[config.mk]
export PLATFORM = sky130hd
export DESIGN_NAME = crc_gen
export DESIGN_NICKNAME = d
export VERILOG_FILES = /design/src/rtl/crc_gen_pkg.sv /design/src/rtl/crc_gen_ctrl.sv /design/src/rtl/crc_gen_lfsr.sv /design/src/rtl/crc_gen.sv
export SDC_FILE = /design/constraint.sdc
export NUM_CORES = 1
export LEC_CHECK = 0
export ABC_AREA = 1
export BUFFER_PORTS_ARGS = -buffer_cell sky130_fd_sc_hd__buf_2
export CAP_MARGIN = 20
export CORE_AREA = 2 2 67 69
export CTS_CLUSTER_SIZE = 40
export DETAILED_ROUTE_END_ITERATION = 7
export DIE_AREA = 0 0 69 71
export PLACE_DENSITY = 0.87
export SKIP_LAST_GASP = 1
export SLEW_MARGIN = 5
export SYNTH_ARGS = -nofsm -noshare
export SYNTH_HDL_FRONTEND = slang
export SYNTH_HIERARCHICAL = 1
export SYNTH_SLANG_ARGS = --single-unit
[constraint.sdc]
create_clock -name clk_i -period 2.99 [get_ports clk_i]
set_clock_uncertainty 0.2 [all_clocks]
set_input_delay 0.4485 -clock clk_i [delete_from_list [all_inputs] [get_ports clk_i]]
set_output_delay 0.4485 -clock clk_i [all_outputs]
set_load 0.02 [all_outputs]
[src/rtl/crc_gen_pkg.sv]
package crc_gen_pkg;
  typedef enum logic [1:0] {ST_IDLE, ST_DATA, ST_EMIT} crc_state_e;
endpackage

[src/rtl/crc_gen_ctrl.sv]
module crc_gen_ctrl
  import crc_gen_pkg::*;
#(
  parameter int SUB_LEN = 32,
  parameter int NUM_SUB = 2,
  parameter int CRC_W   = 16
) (
  input  logic clk_i,
  input  logic rst_ni,
  input  logic valid_i,
  input  logic sof_i,
  output logic ready_o,
  output logic take_o,
  output logic first_o,
  output logic last_o,
  output logic byte_end_o,
  output logic emit_o,
  output logic active_o
);
  localparam int BW = $clog2(SUB_LEN + 1);
  localparam int SW = $clog2(NUM_SUB + 1);
  localparam int EW = $clog2(CRC_W + 1);

  crc_state_e    state_q;
  logic [BW-1:0] bit_q, idx;
  logic [SW-1:0] sub_q, sub_eff;
  logic [EW-1:0] emit_q;
  logic          acc, start;

  assign ready_o    = (state_q != ST_EMIT);
  assign acc        = valid_i && ready_o;
  assign start      = acc && sof_i;
  assign take_o     = acc && (sof_i || state_q == ST_DATA);
  assign idx        = start ? '0 : bit_q;
  assign sub_eff    = start ? '0 : sub_q;
  assign first_o    = take_o && (idx == '0);
  assign last_o     = take_o && (idx == BW'(SUB_LEN - 1));
  assign byte_end_o = take_o && ((32'(idx) % 8) == 7);
  assign emit_o     = (state_q == ST_EMIT);
  assign active_o   = (state_q == ST_DATA);

  always_ff @(posedge clk_i or negedge rst_ni) begin
    if (!rst_ni) begin
      state_q <= ST_IDLE;
      bit_q   <= '0;
      sub_q   <= '0;
      emit_q  <= '0;
    end else if (take_o) begin
      sub_q <= sub_eff;
      if (last_o) begin
        bit_q   <= '0;
        emit_q  <= '0;
        state_q <= ST_EMIT;
      end else begin
        bit_q   <= idx + BW'(1);
        state_q <= ST_DATA;
      end
    end else if (emit_o) begin
      emit_q <= emit_q + EW'(1);
      if (emit_q == EW'(CRC_W - 1)) begin
        if (sub_q == SW'(NUM_SUB - 1)) begin
          sub_q   <= '0;
          state_q <= ST_IDLE;
        end else begin
          sub_q   <= sub_q + SW'(1);
          state_q <= ST_DATA;
        end
      end
    end
  end
endmodule

[src/rtl/crc_gen_lfsr.sv]
module crc_gen_lfsr #(
  parameter int               CRC_W       = 16,
  parameter logic [CRC_W-1:0] POLY        = 16'h1021,
  parameter logic [CRC_W-1:0] INIT        = '0,
  parameter logic [CRC_W-1:0] FINAL_XOR   = '0,
  parameter bit               DIRECT      = 1'b1,
  parameter bit               REFLECT_IN  = 1'b0,
  parameter bit               REFLECT_OUT = 1'b0
) (
  input  logic clk_i,
  input  logic rst_ni,
  input  logic take_i,
  input  logic first_i,
  input  logic last_i,
  input  logic byte_end_i,
  input  logic data_i,
  input  logic emit_i,
  output logic chk_bit_o
);
  logic [CRC_W-1:0] crc_q, base, nxt, chk_q;

  function automatic logic [CRC_W-1:0] step(input logic [CRC_W-1:0] s, input logic b);
    logic             fb;
    logic [CRC_W-1:0] n;
    if (DIRECT) begin
      fb = s[CRC_W-1] ^ b;
      n  = {s[CRC_W-2:0], 1'b0};
    end else begin
      fb = s[CRC_W-1];
      n  = {s[CRC_W-2:0], b};
    end
    return fb ? (n ^ POLY) : n;
  endfunction

  function automatic logic [CRC_W-1:0] finish(input logic [CRC_W-1:0] s);
    logic [CRC_W-1:0] c, r;
    c = s;
    if (!DIRECT)
      for (int i = 0; i < CRC_W; i++) c = step(c, 1'b0);  // augmentation zeros
    r = c;
    if (REFLECT_OUT)
      for (int i = 0; i < CRC_W; i++) r[i] = c[CRC_W-1-i];
    return r ^ FINAL_XOR;
  endfunction

  assign base = first_i ? INIT : crc_q;

  generate
    if (REFLECT_IN) begin : g_refl
      logic [6:0] byte_q;
      always_comb begin
        nxt = base;
        if (byte_end_i) begin
          nxt = step(nxt, data_i);  // newest bit first
          for (int j = 0; j < 7; j++) nxt = step(nxt, byte_q[j]);
        end
      end
      always_ff @(posedge clk_i or negedge rst_ni) begin
        if (!rst_ni)     byte_q <= '0;
        else if (take_i) byte_q <= {byte_q[5:0], data_i};
      end
    end else begin : g_bit
      logic unused_be;
      assign unused_be = byte_end_i;
      assign nxt = step(base, data_i);
    end
  endgenerate

  always_ff @(posedge clk_i or negedge rst_ni) begin
    if (!rst_ni) begin
      crc_q <= '0;
      chk_q <= '0;
    end else begin
      if (take_i) crc_q <= nxt;
      if (take_i && last_i) chk_q <= finish(nxt);
      else if (emit_i)      chk_q <= {chk_q[CRC_W-2:0], 1'b0};
    end
  end

  assign chk_bit_o = chk_q[CRC_W-1];
endmodule

[src/rtl/crc_gen.sv]
module crc_gen #(
  parameter int               CRC_W       = 16,
  parameter logic [CRC_W-1:0] POLY        = 16'h1021,
  parameter logic [CRC_W-1:0] INIT        = '0,
  parameter logic [CRC_W-1:0] FINAL_XOR   = '0,
  parameter int               SUB_LEN     = 32,
  parameter int               NUM_SUB     = 2,
  parameter bit               DIRECT      = 1'b1,
  parameter bit               REFLECT_IN  = 1'b0,
  parameter bit               REFLECT_OUT = 1'b0
) (
  input  logic clk_i,
  input  logic rst_ni,
  input  logic valid_i,
  input  logic sof_i,
  input  logic data_i,
  output logic ready_o,
  output logic code_o,
  output logic code_valid_o
);
  logic take, first, last, byte_end, emit, frame_active, chk_bit;

  crc_gen_ctrl #(
    .SUB_LEN(SUB_LEN), .NUM_SUB(NUM_SUB), .CRC_W(CRC_W)
  ) u_ctrl (
    .clk_i, .rst_ni, .valid_i, .sof_i, .ready_o,
    .take_o(take), .first_o(first), .last_o(last), .byte_end_o(byte_end),
    .emit_o(emit), .active_o(frame_active)
  );

  crc_gen_lfsr #(
    .CRC_W(CRC_W), .POLY(POLY), .INIT(INIT), .FINAL_XOR(FINAL_XOR),
    .DIRECT(DIRECT), .REFLECT_IN(REFLECT_IN), .REFLECT_OUT(REFLECT_OUT)
  ) u_lfsr (
    .clk_i, .rst_ni, .take_i(take), .first_i(first), .last_i(last),
    .byte_end_i(byte_end), .data_i, .emit_i(emit), .chk_bit_o(chk_bit)
  );

  always_ff @(posedge clk_i or negedge rst_ni) begin
    if (!rst_ni) begin
      code_o       <= 1'b0;
      code_valid_o <= 1'b0;
    end else begin
      code_valid_o <= take || emit;
      if (take)      code_o <= data_i;
      else if (emit) code_o <= chk_bit;
    end
  end
endmodule

==> Implementation_results.wiki <==
{| class="wikitable"
! Metric !! Value
|-
| Overall routed net length || between 4 and 5 mm
|-
| TritonCTS buffer count || 5
|-
| Yosys synthesis warning count || 6
|-
| All-Layer GR Usage || between 20% and 30%
|-
| Core utilization of the finished layout || 62.5%
|-
| Total of fill cells in the finished design || 350
|-
| Layout cells sized above 1 || 14.4%
|-
| Worst-case reg-to-reg path depth || 12
|-
| Syn-to-layout area delta || 6.92%
|-
| Net load switching power || around 450 uW
|-
| HPWL after detailed placement || 3.32 mm
|-
| Standby leakage power || roughly 0.0014 uW
|-
| Biggest fanout along the worst timing path || 21
|-
| CP arrival || 2.48 ns
|-
| Total gr overflow || 0
|-
| Total iterations of the first detailed-routing run || 4
|-
| DRC violations left || 0
|-
| Port Buffers || 7
|-
| Clk slew on worst S/H paths || 0.09 ns
|-
| Number of nets still failing antenna checks after routing || 0
|-
| Floorplan row count || 24
|-
| Global-route wire length before repair || 8.69 mm
|-
| IR Drop Worst-Case VDD || between 0.2 and 0.25 mV
|-
| Gpl congestion || between 0.8 and 0.9
|-
| Vias in the first global route || 2037
|-
| Cell-internal power || 1020 uW
|-
| Required time at the worst-slack endpoint || 2.99 ns
|-
| Sequential Area || around 0.0012 sq mm
|-
| Net count, final || 313
|-
| Hold_buf cts || 1
|-
| Highest achievable clock rate || about 0.4 GHz
|-
| Clock Tree Root || sky130_fd_sc_hd__clkbuf_8
|-
| Portion of total power attributed to combinational logic || 17.8%
|-
| Power Density || 559 mW/mm^2
|-
| Post-synthesis net count || around 300
|-
| Sum of negative setup slack || 0 ns
|-
| Flop2flop setup slack || 0.50 ns
|-
| Reg2Reg Capture Point || u_lfsr/crc_q[5]$_DFFE_PN0P_
|-
| Io pins || 8
|-
| CTS Buffer Depth || 2
|-
| Slew of the pin with the lowest slew margin || 0.485 ns
|-
| Total setup buffers inserted after CTS || 0
|-
| Setup violations, final || 0
|-
| Total via count in the routed design || slightly below 2000
|-
| Type of origin of the critical path || register
|-
| Placeable core region || 0.00420 sq mm
|-
| Worst min-delay path endpoint || code_o$_DFFE_PN0P_
|-
| Number of vias per cell after detailed routing || 5.44
|-
| Hold depth || 3
|-
| Synthesized instance count || 296
|-
| Number of DRC markers after the initial detailed-route iteration || about 170
|-
| Count of antenna diodes in the layout || 0
|-
| Outcome || complete, no violations
|-
| Number of gates given a new drive strength after cts || 0
|-
| Synth Cell Area || 0.00246 sq mm
|-
| Worst-Skew Late Latency || 0.30 ns
|-
| Area taken by multi-input logic gates || just over 0.001 sq mm
|-
| Setup repair after global routing missed its margin || no
|-
| TritonCTS Sinks || 49
|-
| Register share of total power || 54.6%
|-
| TritonCTS clock tree || done
|-
| Die Height || 71 um
|-
| Clk network pwr share || between 20 and 30%
|-
| Final-report max-slew violation count || 0
|-
| Hold_sp || data_i
|-
| Worst setup EP type || register
|-
| Critical path start-end classification || reg2reg
|-
| Total chip power || around 1500 uW
|-
| Antenna violations before repair || 0
|-
| Max_slew headroom || 67.7%
|-
| Effective utilization at floorplan || 58.5%
|-
| Part of the cycle the worst path needs || 83.2%
|-
| Die area || 0.00490 sq mm
|-
| CTS H-tree depth || 2
|-
| Sw Share || 30.8%
|-
| Max cap viols || 0
|-
| Largest net degree at the start of global routing || 28
|-
| Startpoint of the worst-slack reg-to-reg timing path || u_ctrl/state_q[1]$_DFFE_PN0P_
|-
| Per-cell routed wire length || around 13 um
|-
| Post-layout minimum cycle time || 2.49 ns
|-
| Worst-case setup slack after placement || 0.456 ns
|-
| Count of placed standard cells in the final layout, fillers left out || 358
|-
| Class of the tightest hold or removal check || in2reg
|-
| Die width || between 60 and 70 um
|-
| Avg Inst Size Synth || 8.30 sq um
|-
| Hold violation total from the final report || 0
|-
| Crit path setup slack, layout || 0.501 ns
|-
| Placed instance count || approximately 350
|}
==> registers in the layout, summed over array words and instances, names as in the netlist <==
register,count
code_o,1
u_ctrl/state_q,2
u_ctrl/sub_q,2
code_valid_o,1
u_ctrl/bit_q,6
u_lfsr/crc_q,16
u_ctrl/emit_q,5
u_lfsr/chk_q,16
==> critical path, cell delays in order, from the launching register on <==
cell and delay, ns:
sky130_fd_sc_hd__dfrtp_1 0.43, sky130_fd_sc_hd__nand2_4 0.19, sky130_fd_sc_hd__nand2_8 0.11, sky130_fd_sc_hd__nand2_4 0.23, sky130_fd_sc_hd__inv_1 0.21, sky130_fd_sc_hd__nor3_1 0.33
sky130_fd_sc_hd__inv_2 0.22, sky130_fd_sc_hd__nand2_1 0.13, sky130_fd_sc_hd__inv_1 0.05, sky130_fd_sc_hd__nand3_1 0.09, sky130_fd_sc_hd__nand2_1 0.06, sky130_fd_sc_hd__nand2_1 0.05
sky130_fd_sc_hd__nand2_1 0.06
==> layer usage <==
metal / wire (um) / GRT usage [%]
met5: 0 / 0
met3: 190 / 5.41
met2: 2370 / 38.9
met4: 110 / 9.80
met1: 2070 / 26.4
==> placed cells by master, fill, tap and decap left out, drive strengths merged, types with 2 or more instances in the layout <==
cell / instances
ha: 3
inv: 37
or2: 2
a21oi: 8
o31ai: 2
nand3: 21
nand4: 2
o211ai: 2
clkinv: 2
nand3b: 2
nor2: 14
dfrtp: 49
buf: 10
o21ai: 38
nand2: 104
clkbuf: 6
==> power groups by stage <==
stage / logic [uW] / registers, uW / clock network (uW)
floorplan: 201 / 802 / 0
global route: 307 / 813 / 438
finish: 262 / 802 / 405
detailed placement: 259 / 813 / 0
CTS: 262 / 801 / 415
global placement: 249 / 810 / 0
==> worst max path at each step <==
| stage | start | endpoint | slack (ns) | cells past startpoint |
|---|---|---|---|---|
| after detailed placement | valid_i | u_lfsr/chk_q[12]$_DFFE_PN0P_ | 0.46 | 14 |
| after CTS | u_ctrl/state_q[1]$_DFFE_PN0P_ | u_lfsr/chk_q[12]$_DFFE_PN0P_ | 0.54 | 13 |
| after global placement | valid_i | u_lfsr/chk_q[5]$_DFFE_PN0P_ | 0.55 | 14 |
| after floorplan | sof_i | u_lfsr/chk_q[11]$_DFFE_PN0P_ | 0.72 | 13 |
| after global routing | u_ctrl/state_q[1]$_DFFE_PN0P_ | u_lfsr/chk_q[5]$_DFFE_PN0P_ | 0.20 | 12 |
| final | u_ctrl/state_q[1]$_DFFE_PN0P_ | u_lfsr/crc_q[5]$_DFFE_PN0P_ | 0.50 | 12 |
==> stage by stage <==
stage          cell area [sq um]  hold slack [ns]
2_1_floorplan               2460          -0.0471
3_3_place_gp                2520            0.234
3_5_place_dp                2520            0.242
4_1_cts                     2630            0.223
5_1_grt                     2630            0.225
6_report                    2630            0.229
==> final cells by class <==
cell class	instances	share of cell area, %
well taps	52	2.48
clock buffers	6	3.14
flip-flops and latches	49	46.7
repair buffers	11	2.57
inverters	37	5.29
clock inverters	2	0.524
multi-input cells	201	39.3
Note: power is estimated with default switching activity, not from simulation.
